<file path="src/rtl/wsc_pkg.sv">
package wsc_pkg;
  typedef enum logic [1:0] {
    PH_A = 2'd0,
    PH_B = 2'd1,
    PH_C = 2'd2,
    PH_D = 2'd3
  } phase_t;

  localparam logic [1:0] OPC_SEARCH = 2'b10;
endpackage

</file>
<file path="src/rtl/wsc_beat_decode.sv">
module wsc_beat_decode
  import wsc_pkg::*;
(
  input  logic       valid_i,
  input  logic [1:0] opc_i,
  input  logic       wide_i,
  output logic       qual_o,
  output logic       wide_o
);
  // A beat belongs to a search only with the strobe high and the search opcode
  assign qual_o = valid_i && (opc_i == OPC_SEARCH);
  assign wide_o = wide_i;
endmodule

</file>
<file path="src/rtl/wsc_sequencer.sv">
module wsc_sequencer
  import wsc_pkg::*;
#(
  parameter int BEATS = 4
) (
  input  logic             clk,
  input  logic             rst,
  input  logic             qual_i,
  input  logic             wide_i,
  output logic [BEATS-1:0] cap_o,
  output logic             launch_o,
  output logic             err_o
);
  phase_t phase_q, phase_n;
  logic   accept, abort;

  always_comb begin
    phase_n = phase_q;
    accept  = 1'b0;
    abort   = 1'b0;
    unique case (phase_q)
      PH_A: begin
        if (qual_i && wide_i) begin
          accept  = 1'b1;
          phase_n = PH_B;
        end
      end
      PH_B: begin
        if (qual_i) begin
          accept  = 1'b1;
          phase_n = PH_C;
        end else begin
          abort   = 1'b1;
          phase_n = PH_A;
        end
      end
      PH_C: begin
        if (qual_i && !wide_i) begin
          accept  = 1'b1;
          phase_n = PH_D;
        end else begin
          abort   = 1'b1;
          phase_n = PH_A;
        end
      end
      PH_D: begin
        phase_n = PH_A;
        if (qual_i) accept = 1'b1;
        else        abort  = 1'b1;
      end
      default: phase_n = PH_A;
    endcase
  end

  // one strobe per beat position, driven only when that beat is accepted
  for (genvar g = 0; g < BEATS; g++) begin : g_cap
    assign cap_o[g] = accept && (phase_q == phase_t'(g));
  end

  always_ff @(posedge clk) begin
    if (rst) begin
      phase_q  <= PH_A;
      launch_o <= 1'b0;
      err_o    <= 1'b0;
    end else begin
      phase_q  <= phase_n;
      launch_o <= accept && (phase_q == PH_D);
      err_o    <= abort;
    end
  end
endmodule

</file>
<file path="src/rtl/wsc_key_collect.sv">
module wsc_key_collect #(
  parameter int DATA_W = 68,
  parameter int BEATS  = 4
) (
  input  logic                    clk,
  input  logic                    rst,
  input  logic [BEATS-1:0]        cap_i,
  input  logic [DATA_W-1:0]       data_i,
  output logic [DATA_W*BEATS-1:0] key_o
);
  localparam int KEY_W = DATA_W * BEATS;
  localparam int SLOTS = BEATS - 1;

  logic [DATA_W-1:0] slot_q [SLOTS];
  logic [KEY_W-1:0]  key_n;

  // staging slots for every beat but the last; no reset needed on data
  always_ff @(posedge clk) begin
    for (int g = 0; g < SLOTS; g++) begin
      if (cap_i[g]) slot_q[g] <= data_i;
    end
  end

  // earliest beat lands in the most significant slice
  always_comb begin
    key_n = '0;
    for (int g = 0; g < SLOTS; g++) begin
      key_n[KEY_W-1-g*DATA_W -: DATA_W] = slot_q[g];
    end
    key_n[DATA_W-1:0] = data_i;
  end

  always_ff @(posedge clk) begin
    if (rst)                key_o <= '0;
    else if (cap_i[BEATS-1]) key_o <= key_n;
  end
endmodule

</file>
<file path="src/rtl/wsc_field_latch.sv">
module wsc_field_latch #(
  parameter int MIDX_W = 3,
  parameter int AHI_W  = 2,
  parameter int RSEL_W = 3
) (
  input  logic              clk,
  input  logic              rst,
  input  logic              cap_a_i,
  input  logic              cap_c_i,
  input  logic              cap_d_i,
  input  logic [MIDX_W-1:0] midx_i,
  input  logic [AHI_W-1:0]  ahi_i,
  input  logic [RSEL_W-1:0] rsel_i,
  output logic [MIDX_W-1:0] midx_hi_o,
  output logic [MIDX_W-1:0] midx_lo_o,
  output logic [AHI_W-1:0]  addr_hi_o,
  output logic [RSEL_W-1:0] rsel_o
);
  logic [MIDX_W-1:0] hi_q, lo_q;
  logic [AHI_W-1:0]  ahi_q;

  // staged while the sequence runs, so an aborted sequence leaves outputs alone
  always_ff @(posedge clk) begin
    if (cap_a_i) hi_q <= midx_i;
    if (cap_c_i) begin
      lo_q  <= midx_i;
      ahi_q <= ahi_i;
    end
  end

  always_ff @(posedge clk) begin
    if (rst) begin
      midx_hi_o <= '0;
      midx_lo_o <= '0;
      addr_hi_o <= '0;
      rsel_o    <= '0;
    end else if (cap_d_i) begin
      midx_hi_o <= hi_q;
      midx_lo_o <= lo_q;
      addr_hi_o <= ahi_q;
      rsel_o    <= rsel_i;
    end
  end
endmodule

</file>
<file path="src/rtl/wide_search_capture.sv">
module wide_search_capture
  import wsc_pkg::*;
#(
  parameter int DATA_W = 68,
  parameter int CMD_W  = 9,
  parameter int MIDX_W = 3,
  parameter int AHI_W  = 2,
  parameter int RSEL_W = 3
) (
  input  logic                  clk,
  input  logic                  rst,
  input  logic                  cmd_valid_i,
  input  logic [CMD_W-1:0]      cmd_i,
  input  logic [DATA_W-1:0]     data_i,
  output logic                  launch_o,
  output logic                  proto_err_o,
  output logic [DATA_W*4-1:0]   key_o,
  output logic [MIDX_W-1:0]     midx_hi_o,
  output logic [MIDX_W-1:0]     midx_lo_o,
  output logic [AHI_W-1:0]      addr_hi_o,
  output logic [RSEL_W-1:0]     rsel_o
);
  localparam int BEATS    = 4;
  localparam int WIDE_BIT = 2;
  localparam int MIDX_LSB = WIDE_BIT + 1;

  logic             qual, wide;
  logic [BEATS-1:0] cap;

  wsc_beat_decode u_decode (
    .valid_i (cmd_valid_i),
    .opc_i   (cmd_i[1:0]),
    .wide_i  (cmd_i[WIDE_BIT]),
    .qual_o  (qual),
    .wide_o  (wide)
  );

  wsc_sequencer #(.BEATS(BEATS)) u_seq (
    .clk      (clk),
    .rst      (rst),
    .qual_i   (qual),
    .wide_i   (wide),
    .cap_o    (cap),
    .launch_o (launch_o),
    .err_o    (proto_err_o)
  );

  wsc_key_collect #(.DATA_W(DATA_W), .BEATS(BEATS)) u_key (
    .clk    (clk),
    .rst    (rst),
    .cap_i  (cap),
    .data_i (data_i),
    .key_o  (key_o)
  );

  wsc_field_latch #(.MIDX_W(MIDX_W), .AHI_W(AHI_W), .RSEL_W(RSEL_W)) u_fields (
    .clk       (clk),
    .rst       (rst),
    .cap_a_i   (cap[0]),
    .cap_c_i   (cap[2]),
    .cap_d_i   (cap[3]),
    .midx_i    (cmd_i[MIDX_LSB +: MIDX_W]),
    .ahi_i     (cmd_i[CMD_W-1 -: AHI_W]),
    .rsel_i    (cmd_i[CMD_W-1 -: RSEL_W]),
    .midx_hi_o (midx_hi_o),
    .midx_lo_o (midx_lo_o),
    .addr_hi_o (addr_hi_o),
    .rsel_o    (rsel_o)
  );
endmodule

</file>
<file path="config.mk">
export PLATFORM = sky130hd
export DESIGN_NAME = wide_search_capture
export DESIGN_NICKNAME = d
export VERILOG_FILES = /design/src/rtl/wsc_pkg.sv /design/src/rtl/wsc_beat_decode.sv /design/src/rtl/wsc_sequencer.sv /design/src/rtl/wsc_key_collect.sv /design/src/rtl/wsc_field_latch.sv /design/src/rtl/wide_search_capture.sv
export SDC_FILE = /design/constraint.sdc
export NUM_CORES = 1
export LEC_CHECK = 0
export BUFFER_PORTS_ARGS = -buffer_cell sky130_fd_sc_hd__buf_4
export CORE_UTILIZATION = 55
export CTS_CLUSTER_DIAMETER = 100
export DETAILED_ROUTE_END_ITERATION = 6
export PLACE_DENSITY = 0.89
export SETUP_SLACK_MARGIN = 0.05
export SKIP_LAST_GASP = 1
export SYNTH_ARGS = -nofsm -noshare
export SYNTH_HDL_FRONTEND = slang
export SYNTH_SLANG_ARGS = --single-unit
</file>
<file path="constraint.sdc">
create_clock -name clk -period 9.1 [get_ports clk]
set_clock_uncertainty 0.05 [all_clocks]
set_input_delay 0.455 -clock clk [delete_from_list [all_inputs] [get_ports clk]]
set_output_delay 0.455 -clock clk [all_outputs]
set_load 0.01 [all_outputs]
</file>
==> impl_metrics.ini, run 1 <==
[status]
run_status = finished, final reports clean

[grt]
grt_usage = 0.253
grt_pass1_wl_um = 72600
overflow = 0
first_global_vias = 13500
grt_max_degree = 283
grt_antenna_before_repair = 0

[worst_setup_path]
worstSetupEndpointType = register
reg2regPathDepth = 4
setup.worst_path.start_class = register
crit_type = register to register
r2r-start = u_seq.phase_q[0]
r2r_slack_ps = 5530
r2r_end = key_o[156]
cp.required_ps = 9430
critical_path_arrival_ps = 3910
crit_fanout = 168

[power_and_ir_drop]
powerDensity_mw_per_mm2 = 188
vdd_drop_max_v = 0.000153
power.leakage_uw = 0.00884

[yosys]
yosys_register_bits = 499
postSynthCellCount = 1806
synth_top_family_by_area = simple AND/OR/NAND/NOR gates
postSynthAreaPerCell_um2 = 10.7
synth_nets = 1886
synth_warnings = 0
synthMuxAreaShare = 0
synth_fa_ha_area_frac = 0
synth_compound_area_frac = 0.147
seq_area_frac_synth = 0.624
synth_xor_area_frac = 0
synth_top_area_cell = edfxtp_1
synth.top_cell.area_share = 0.328
synth.cell_area_mm2 = 0.0194
yosys.area_share.simple = 0.186
synth_cell_type_count = 19
synthTopCellsByArea = edfxtp_1, dfxtp_1, nand2b_1, nor2b_1, o21ai_0

[clock_network]
clock-root-buffer = clkbuf_16
clock-sinks = 499
htree_levels = 2
ctsHoldBuffers = 0
clk_pin_slew_ps = 60
cts_post_setup_buffers_inserted = 0
cts.repair.resized = 0
clock_latency_ps = 560
clock_tree.buffer_depth = 3
cts_tree = built
cts_buffers = 49

[sta]
max_freq_mhz = 280
tightest_slew_ps = 1130
rsz0062_at_grt = no
setup_viol = 0
report.final.slew_viol_count = 0
min_period_ps = 3570
min_period_over_period = 0.393
slew_headroom = 0.244
hold_slack_ps = 35.9
tns_ps = 0
hold_violations = 0

[detailed_routing]
ant_nets = 0
viasPerCell = 5.43
drt-initial-drc-count = 1229
wire_per_inst_um = 18.1
drc = 0
finalWirelength_um = 46600
firstDrtPassIters = 5
vias = 14000

[die]
die-width_um = 190
core_area_mm2 = 0.0346
row_count = 68
initial_core_util = 0.560
dieArea_mm2 = 0.0360
die_y_um = 190
ios = 365

[min_path]
worstHoldPathType = input port to register
hold_end = u_fields.ahi_q[1]
hp-start = cmd_i[8]
hold_depth = 1

[finish]
stdcell_area_mm2 = 0.0236
fillers = 2420
area_delta_synth_final_pct = 21.6
antenna_cells = 0
drive_gt1_frac = 0.217
final_nets = 2156
fin_cells = 2569

[placed_design]
hpwlAfterDp_um = 27600
placed_cell_area_mm2 = 0.0220
dp.cells = 2480
gp_congestion = 0.813
numPortBuffers = 364

[job]
max_cap_violations = 0
## cell usage in the layout (no fill, tap or decap), drive strengths merged
cell type	netlist	routed
nor2	3	3
edfxtp	212	212
o21ai	566	566
nand2	1	1
o21a	1	1
nand2b	286	286
inv	1	3
clkbuf	121	62
dfxtp	287	287
a2111oi	1	1
nor2b	283	283
clkinv	0	19
buf	37	377
nand3b	1	1
bufinv	0	3
nor3	4	4
or2	1	1
clkinvlp	0	3
a21oi	1	1
## cell type report
cell class	instances	area, µm²	share of cell area
Sequential cell	499	12100	0.513
Multi-Input combinational cell	1148	6500	0.275
Timing Repair Buffer	377	2850	0.121
Clock buffer	62	1340	0.0566
Tap cell	455	569	0.0241
Clock inverter	27	224	0.00949
Inverter	1	3.75	0.000159
## synth_stat cells
library cell and count:
nor2b_1 283, a2111oi_0 1, buf_6 29, nor2_1 3, dfxtp_1 287, nand3b_1 1
nand2_2 1, o21a_1 1, buf_4 1, buf_2 7, edfxtp_1 212, nor3_1 4
a21oi_1 1, clkbuf_1 121, o21ai_0 307, inv_1 1, nand2b_1 286, or2_1 1
o21ai_1 259
## sequential cells by signal (all words and copies together), names as in the netlist
register	count
u_fields.addr_hi_o	2
key_o	204
u_key.key_o	68
u_fields.lo_q	3
u_fields.ahi_q	2
u_fields.midx_hi_o	3
u_fields.rsel_o	3
u_seq.phase_q	2
u_fields.midx_lo_o	3
u_key.slot_q	204
u_seq.err_o	1
u_fields.hi_q	3
u_seq.launch_o	1
## routing by layer
layer,routed length (µm),vias to the layer above,global-route usage
li1,-,6662,-
met3,3130,122,0.0461
met2,21800,536,0.399
met4,2250,0,0.132
met1,19400,6640,0.334
met5,0,-,0
## worst max-delay path by stage
stage,from,to,slack [ps],cells after the start
3_3_place_gp,cmd_i[0],u_key.slot_q[0][117],5320,5
5_1_grt,u_seq.phase_q[0],key_o[156],5280,4
3_5_place_dp,cmd_i[0],u_key.slot_q[0][85],5260,5
4_1_cts,u_seq.phase_q[0],key_o[156],5530,4
6_report,u_seq.phase_q[0],key_o[156],5530,4
2_1_floorplan,cmd_i[0],u_fields.ahi_q[0],2230,6
## stage by stage
step	power (µW)	utilization	worst slack (ps)
global placement	2520	0.636	5320
detailed placement	2520	0.636	5260
floorplan	2470	-	2230
CTS	4460	0.681	5530
global route	4570	0.681	5280
finish	4440	0.681	5530
## kinds of logic after synthesis
| group | count (synthesis) |
|---|---|
| compound gates | 569 |
| buf+inv | 159 |
| flops | 499 |
| simple gates | 579 |
## critical path, cell delays in order (launching register included)
cell	delay, ps
dfxtp_1	440
nand2_8	630
or2_4	900
buf_4	950
o21ai_1	230
## where the power goes
part	total (µW)	internal [µW]	switching, µW
sequential	2340	2340	2.08
combinational	138	52.0	85.7
clock	1960	1130	832
No activity file was read; power rests on OpenSTA's default activity.
==> run 2: changes to the inputs <==
--- a/config.mk
+++ b/config.mk
@@ -5,11 +5,12 @@
 export SDC_FILE = /design/constraint.sdc
 export NUM_CORES = 1
 export LEC_CHECK = 0
+export ABC_AREA = 1
 export BUFFER_PORTS_ARGS = -buffer_cell sky130_fd_sc_hd__buf_4
-export CORE_UTILIZATION = 55
+export CORE_UTILIZATION = 50
 export CTS_CLUSTER_DIAMETER = 100
 export DETAILED_ROUTE_END_ITERATION = 6
-export PLACE_DENSITY = 0.89
+export PLACE_DENSITY = 0.86
 export SETUP_SLACK_MARGIN = 0.05
 export SKIP_LAST_GASP = 1
 export SYNTH_ARGS = -nofsm -noshare
==> constraint.sdc (replaced) <==
create_clock -name clk -period 2.9 [get_ports clk]
set_clock_uncertainty 0.05 [all_clocks]
set_input_delay 0.145 -clock clk [delete_from_list [all_inputs] [get_ports clk]]
set_output_delay 0.145 -clock clk [all_outputs]
set_load 0.01 [all_outputs]
==> run 2 against run 1 <==
Setup slack lost 4800 ps. Final cell count grew 17%. Sequential power rose to 3.1 times the previous value. Global-route usage rose by 0.19 points. Cell area increased by 3.4%. Die area grew 8.6%. Critical path type unchanged.
==> impl_metrics.ini, run 2 <==
[die]
ios = 365
die-width_um = 198
die_y_um = 198
row_count = 71
dieArea_mm2 = 0.0391
core_area_mm2 = 0.0377
initial_core_util = 0.509

[worst_setup_path]
cp.required_ps = 3310
crit_type = register to register
setup.worst_path.start_class = register
crit_path_cell_trace = buf_4, buf_4, nand4_1, nand2_1, nor2_1
crit_top_cell = buf_4
crit_path_max_incr_delay_ps = 730
critical_path_arrival_ps = 2620
worstSetupEndpointType = register
crit_path_top_delay_cell = buf_4
crit_fanout = 79

[clock_network]
clock-sinks = 499
clock_latency_ps = 580
htree_levels = 2
cts.repair.resized = 0
cts_buffers = 49
clock-root-buffer = clkbuf_16
cts_tree = built
clock_tree.buffer_depth = 3
clk_pin_slew_ps = 70
cts_post_setup_buffers_inserted = 0
ctsHoldBuffers = 80

[yosys]
yosys_register_bits = 499
postSynthAreaPerCell_um2 = 9.14
postSynthCellCount = 2097
synthTopCellsByArea = edfxtp_1, dfxtp_1, nor2_1, nand4_1, nand2_1
synth_fa_ha_area_frac = 0
synth.top_cell.area_share = 0.332
synth.cell_area_mm2 = 0.0192
synth_top_area_cell = edfxtp_1
synth_nets = 2177
seq_area_frac_synth = 0.632
synth_top_family_by_area = simple AND/OR/NAND/NOR gates
synth-async-reset-ratio = 0
synthTopCellsByCount = nor2_1, nand2_1, inv_1
synth_xor_area_frac = 0
synthMuxAreaShare = 0
synth_cell_type_count = 18
synth_top_flop_cell = dfxtp_1
synth_compound_area_frac = 0.000522
synth_most_common_cell = nor2_1
synth-edff-count = 212
yosys.area_share.simple = 0.264
synth_warnings = 0

[detailed_routing]
viasPerCell = 5.25
finalWirelength_um = 50700
ant_nets = 0
firstDrtPassIters = 6
vias = 15800
drc = 0
drt-initial-drc-count = 1194
wire_per_inst_um = 16.9

[sta]
tightest_slew_ps = 1150
min_period_ps = 2210
report.final.slew_viol_count = 0
max_freq_mhz = 453
min_period_over_period = 0.762
rsz0062_at_grt = no
hold_violations = 0
tns_ps = 0
setup_viol = 0
slew_headroom = 0.234

[power_and_ir_drop]
clockPowerShare = 0.451
power.leakage_uw = 0.0108
p_seq_frac = 0.508
vdd_drop_max_v = 0.000505
switching_share = 0.209
power.switching_uw = 3020
intPower_uw = 11400
combPwrFrac = 0.041
powerDensity_mw_per_mm2 = 592

[min_path]
worstHoldPathType = input port to register

[grt]
first_global_vias = 15400
grt_usage = 0.255
grt_pass1_wl_um = 79100
grt_antenna_before_repair = 1
overflow = 0
grt_max_degree = 188

[finish]
reg.largest.list = key_o x204, u_key.slot_q x204, u_key.key_o x68
final_cell_mix = nor2_1, buf_4, nand2_1, inv_1, dfxtp_1
final_nets = 2531
stdcell_area_mm2 = 0.0244
final_common_cell = nor2_1
drive_gt1_frac = 0.187
area_delta_synth_final_pct = 27.3
fillers = 2754

[placed_design]
placed_cell_area_mm2 = 0.0219
gp_congestion = 0.805
hpwlAfterDp_um = 28500
numPortBuffers = 364

[job]
max_cap_violations = 0

[status]
run_status = finished, final reports clean
run 2: layout make-up:
class	count	area, µm²	share of cell area
well taps	511	639	0.0262
flip-flops and latches	499	12100	0.497
repair buffers	460	3780	0.155
clock buffers	84	1620	0.0662
clock inverters	8	75.1	0.00308
diodes	1	2.50	0.000103
multi-input cells	1151	5080	0.208
inverters	290	1100	0.0450
run 2: cell families after synthesis:
group                  after synthesis
DFF                                499
buffers and inverters              447
AOI/OAI and AO/OA                    2
and+or+nand+nor                   1149
run 2: power by group through the flow:
stage                     Sequential (µW)  Combinational (µW)  Clock [µW]
after floorplan                      7500                 271           0
after global placement               7500                 466           0
after detailed placement             7500                 480           0
after CTS                            7350                 569        6600
after global routing                 7340                 632        6880
final                                7350                 586        6520
run 2: worst paths after layout:
check	startpoint	to	slack, ps	cells after the start
max	u_seq.phase_q[1]	key_o[168]	690	5
min	cmd_i[1]	u_seq.phase_q[0]	130	7
min reg2reg	key_o[68]	key_o[68]	430	2
max reg2reg	u_seq.phase_q[1]	key_o[168]	690	5
run 2: through the flow:
step	util	cells	setup WS, ps	total power [µW]	hold slack, ps
2_1_floorplan	-	2097	126	7770	164
3_3_place_gp	0.582	2831	846	7960	282
3_5_place_dp	0.582	2831	750	7980	284
4_1_cts	0.648	3003	744	14500	82.0
5_1_grt	0.648	3004	580	14900	137
6_report	0.648	3004	690	14500	129
run 2: per-layer routing:
layer	up-vias	global-route usage	wire [µm]	part of all wire
met5	-	0	0	0
met4	0	0.140	2350	0.046
met3	160	0.0571	4020	0.079
met2	713	0.428	24900	0.49
met1	7466	0.304	19500	0.38
li1	7443	-	-	-
run 2: critical path: cells and delay by family, from the launching register on:
kind	cells	cell delay, ps
AND/OR/NAND/NOR	3	410
buffers and inverters	2	1240
flip-flops	1	340
==> run 3: changes to the inputs <==
--- a/config.mk
+++ b/config.mk
@@ -7,10 +7,10 @@
 export LEC_CHECK = 0
 export ABC_AREA = 1
 export BUFFER_PORTS_ARGS = -buffer_cell sky130_fd_sc_hd__buf_4
-export CORE_UTILIZATION = 50
+export CORE_UTILIZATION = 55
 export CTS_CLUSTER_DIAMETER = 100
 export DETAILED_ROUTE_END_ITERATION = 6
-export PLACE_DENSITY = 0.86
+export PLACE_DENSITY = 0.89
 export SETUP_SLACK_MARGIN = 0.05
 export SKIP_LAST_GASP = 1
 export SYNTH_ARGS = -nofsm -noshare
==> constraint.sdc (replaced) <==
create_clock -name clk -period 2.25 [get_ports clk]
set_clock_uncertainty 0.05 [all_clocks]
set_input_delay 0.1125 -clock clk [delete_from_list [all_inputs] [get_ports clk]]
set_output_delay 0.1125 -clock clk [all_outputs]
set_load 0.01 [all_outputs]
==> run 3 against run 2 <==
Sequential power grew 29%. Combinational power grew 30%. Sequential cell count is the same. Sequential share of layout area grew 0.11 points. Cell area shrank 0.23%. Critical path depth shrank 1. Wire length grew 1.6%. Clock power grew 25%. Largest cell class unchanged. Highest routed layer unchanged.
==> impl_metrics.ini, run 3 (same netlist as run 2, synthesis figures left out) <==
[status]
run_status = finished, final reports clean

[detailed_routing]
drc = 0
viasPerCell = 5.47
firstDrtPassIters = 5
finalWirelength_um = 51500
vias = 16100
drt-initial-drc-count = 1436
ant_nets = 0
wire_per_inst_um = 17.5

[sta]
min_period_ps = 2010
setup_viol = 0
max_freq_mhz = 497
min_period_over_period = 0.894
rsz0062_at_grt = no
slew_headroom = 0.353
hold_slack_ps = 49.2
tns_ps = 0
report.final.slew_viol_count = 0
hold_violations = 0
tightest_slew_ps = 970

[clock_network]
clock_tree.buffer_depth = 3
clock-root-buffer = clkbuf_16
clock_latency_ps = 570
cts_buffers = 49
clk_pin_slew_ps = 60
htree_levels = 2
clock-sinks = 499
cts.repair.resized = 0
cts_post_setup_buffers_inserted = 0
cts_tree = built
ctsHoldBuffers = 81

[worst_setup_path]
cp.required_ps = 2670
setup.worst_path.start_class = register
r2r-start = u_seq.phase_q[0]
crit_path_cell_trace = buf_12, nand4_1, nand2_1, nor2_1
worstSetupEndpointType = register
crit_path_top_delay_cell = dfxtp_4
crit_start = u_seq.phase_q[0]
crit_type = register to register
crit_path_max_incr_delay_ps = 600
crit_fanout = 170
critical_path_arrival_ps = 2430
critical_path_buf_inv_count = 1
crit_family = flip-flops

[die]
die_y_um = 189
row_count = 68
dieArea_mm2 = 0.0356
core_area_mm2 = 0.0345
ios = 365
initial_core_util = 0.556
die-width_um = 189

[grt]
first_global_vias = 15800
overflow = 0
grt_usage = 0.284
grt_antenna_before_repair = 0
grt_max_degree = 175
grt_pass1_wl_um = 80900

[finish]
antenna_cells = 0
reg.largest.list = key_o x204, u_key.slot_q x204, u_key.key_o x68
final_cell_mix = nor2_1, buf_4, nand2_1, inv_1, dfxtp_1
drive_gt1_frac = 0.186
fillers = 2183
final_common_cell = nor2_1
area_delta_synth_final_pct = 27.0
final_nets = 2534

[power_and_ir_drop]
powerDensity_mw_per_mm2 = 755
power.leakage_uw = 0.0108
vdd_drop_max_v = 0.000549

[job]
max_cap_violations = 0

[min_path]
worstHoldPathType = input port to register
hp-start = cmd_i[1]

[placed_design]
gp_congestion = 0.839
numPortBuffers = 364
hpwlAfterDp_um = 28800
-- run 3: changes by cell type in the layout (fill, tap and decap cells not counted), moves of 3 or more --
| cell | delta |
|---|---|
| buf_12 | +5 |
| buf_4 | -3 |
| clkbuf_8 | -9 |
| clkinv_1 | +8 |
-- run 3: layout make-up --
class                   instances  area [µm²]  area share
well taps                     455         569      0.0234
repair buffers                463        3870       0.159
flip-flops and latches        499       12100       0.498
clock inverters                21         176     0.00725
multi-input cells            1151        5080       0.209
clock buffers                  71        1430      0.0589
inverters                     290        1100      0.0453
-- run 3: metrics by stage --
stage                     instance area, µm²   util  total power, µW  worst slack [ps]  instances
after CTS                              24300  0.707            18400               388       2950
after global placement                 21900  0.636            10300               518       2777
after global routing                   24300  0.707            18900               227       2950
final                                  24300  0.707            18400               238       2950
after floorplan                        19200      -            10000              35.7       2097
after detailed placement               21900  0.636            10300               431       2777
-- run 3: tightest hold or removal path: stages --
cell and delay (ps):
buf_4 120, nand2_1 100, nor2_4 100, nand4_1 80, nand2_1 50, nor2_1 70
-- run 3: path summary, 6_finish.rpt --
check | to | slack, ps | cells past startpoint
worst max register to register | u_key.key_o[20] | 240 | 4
worst max-delay path | u_key.key_o[20] | 240 | 4
worst min register to register | key_o[124] | 430 | 2
worst min-delay path | key_o[257] | 50 | 6
-- run 3: layer usage --
metal,routed length [µm],up-vias,GRT usage
met2,25000,887,0.471
met3,4160,222,0.0579
li1,-,7444,-
met4,2970,0,0.177
met1,19400,7570,0.340
met5,0,-,0
-- run 3: report_power, final --
part	switching, µW	internal (µW)
Sequential	15.8	9460
Combinational	472	289
Clock	3380	4770
Total	3860	14500
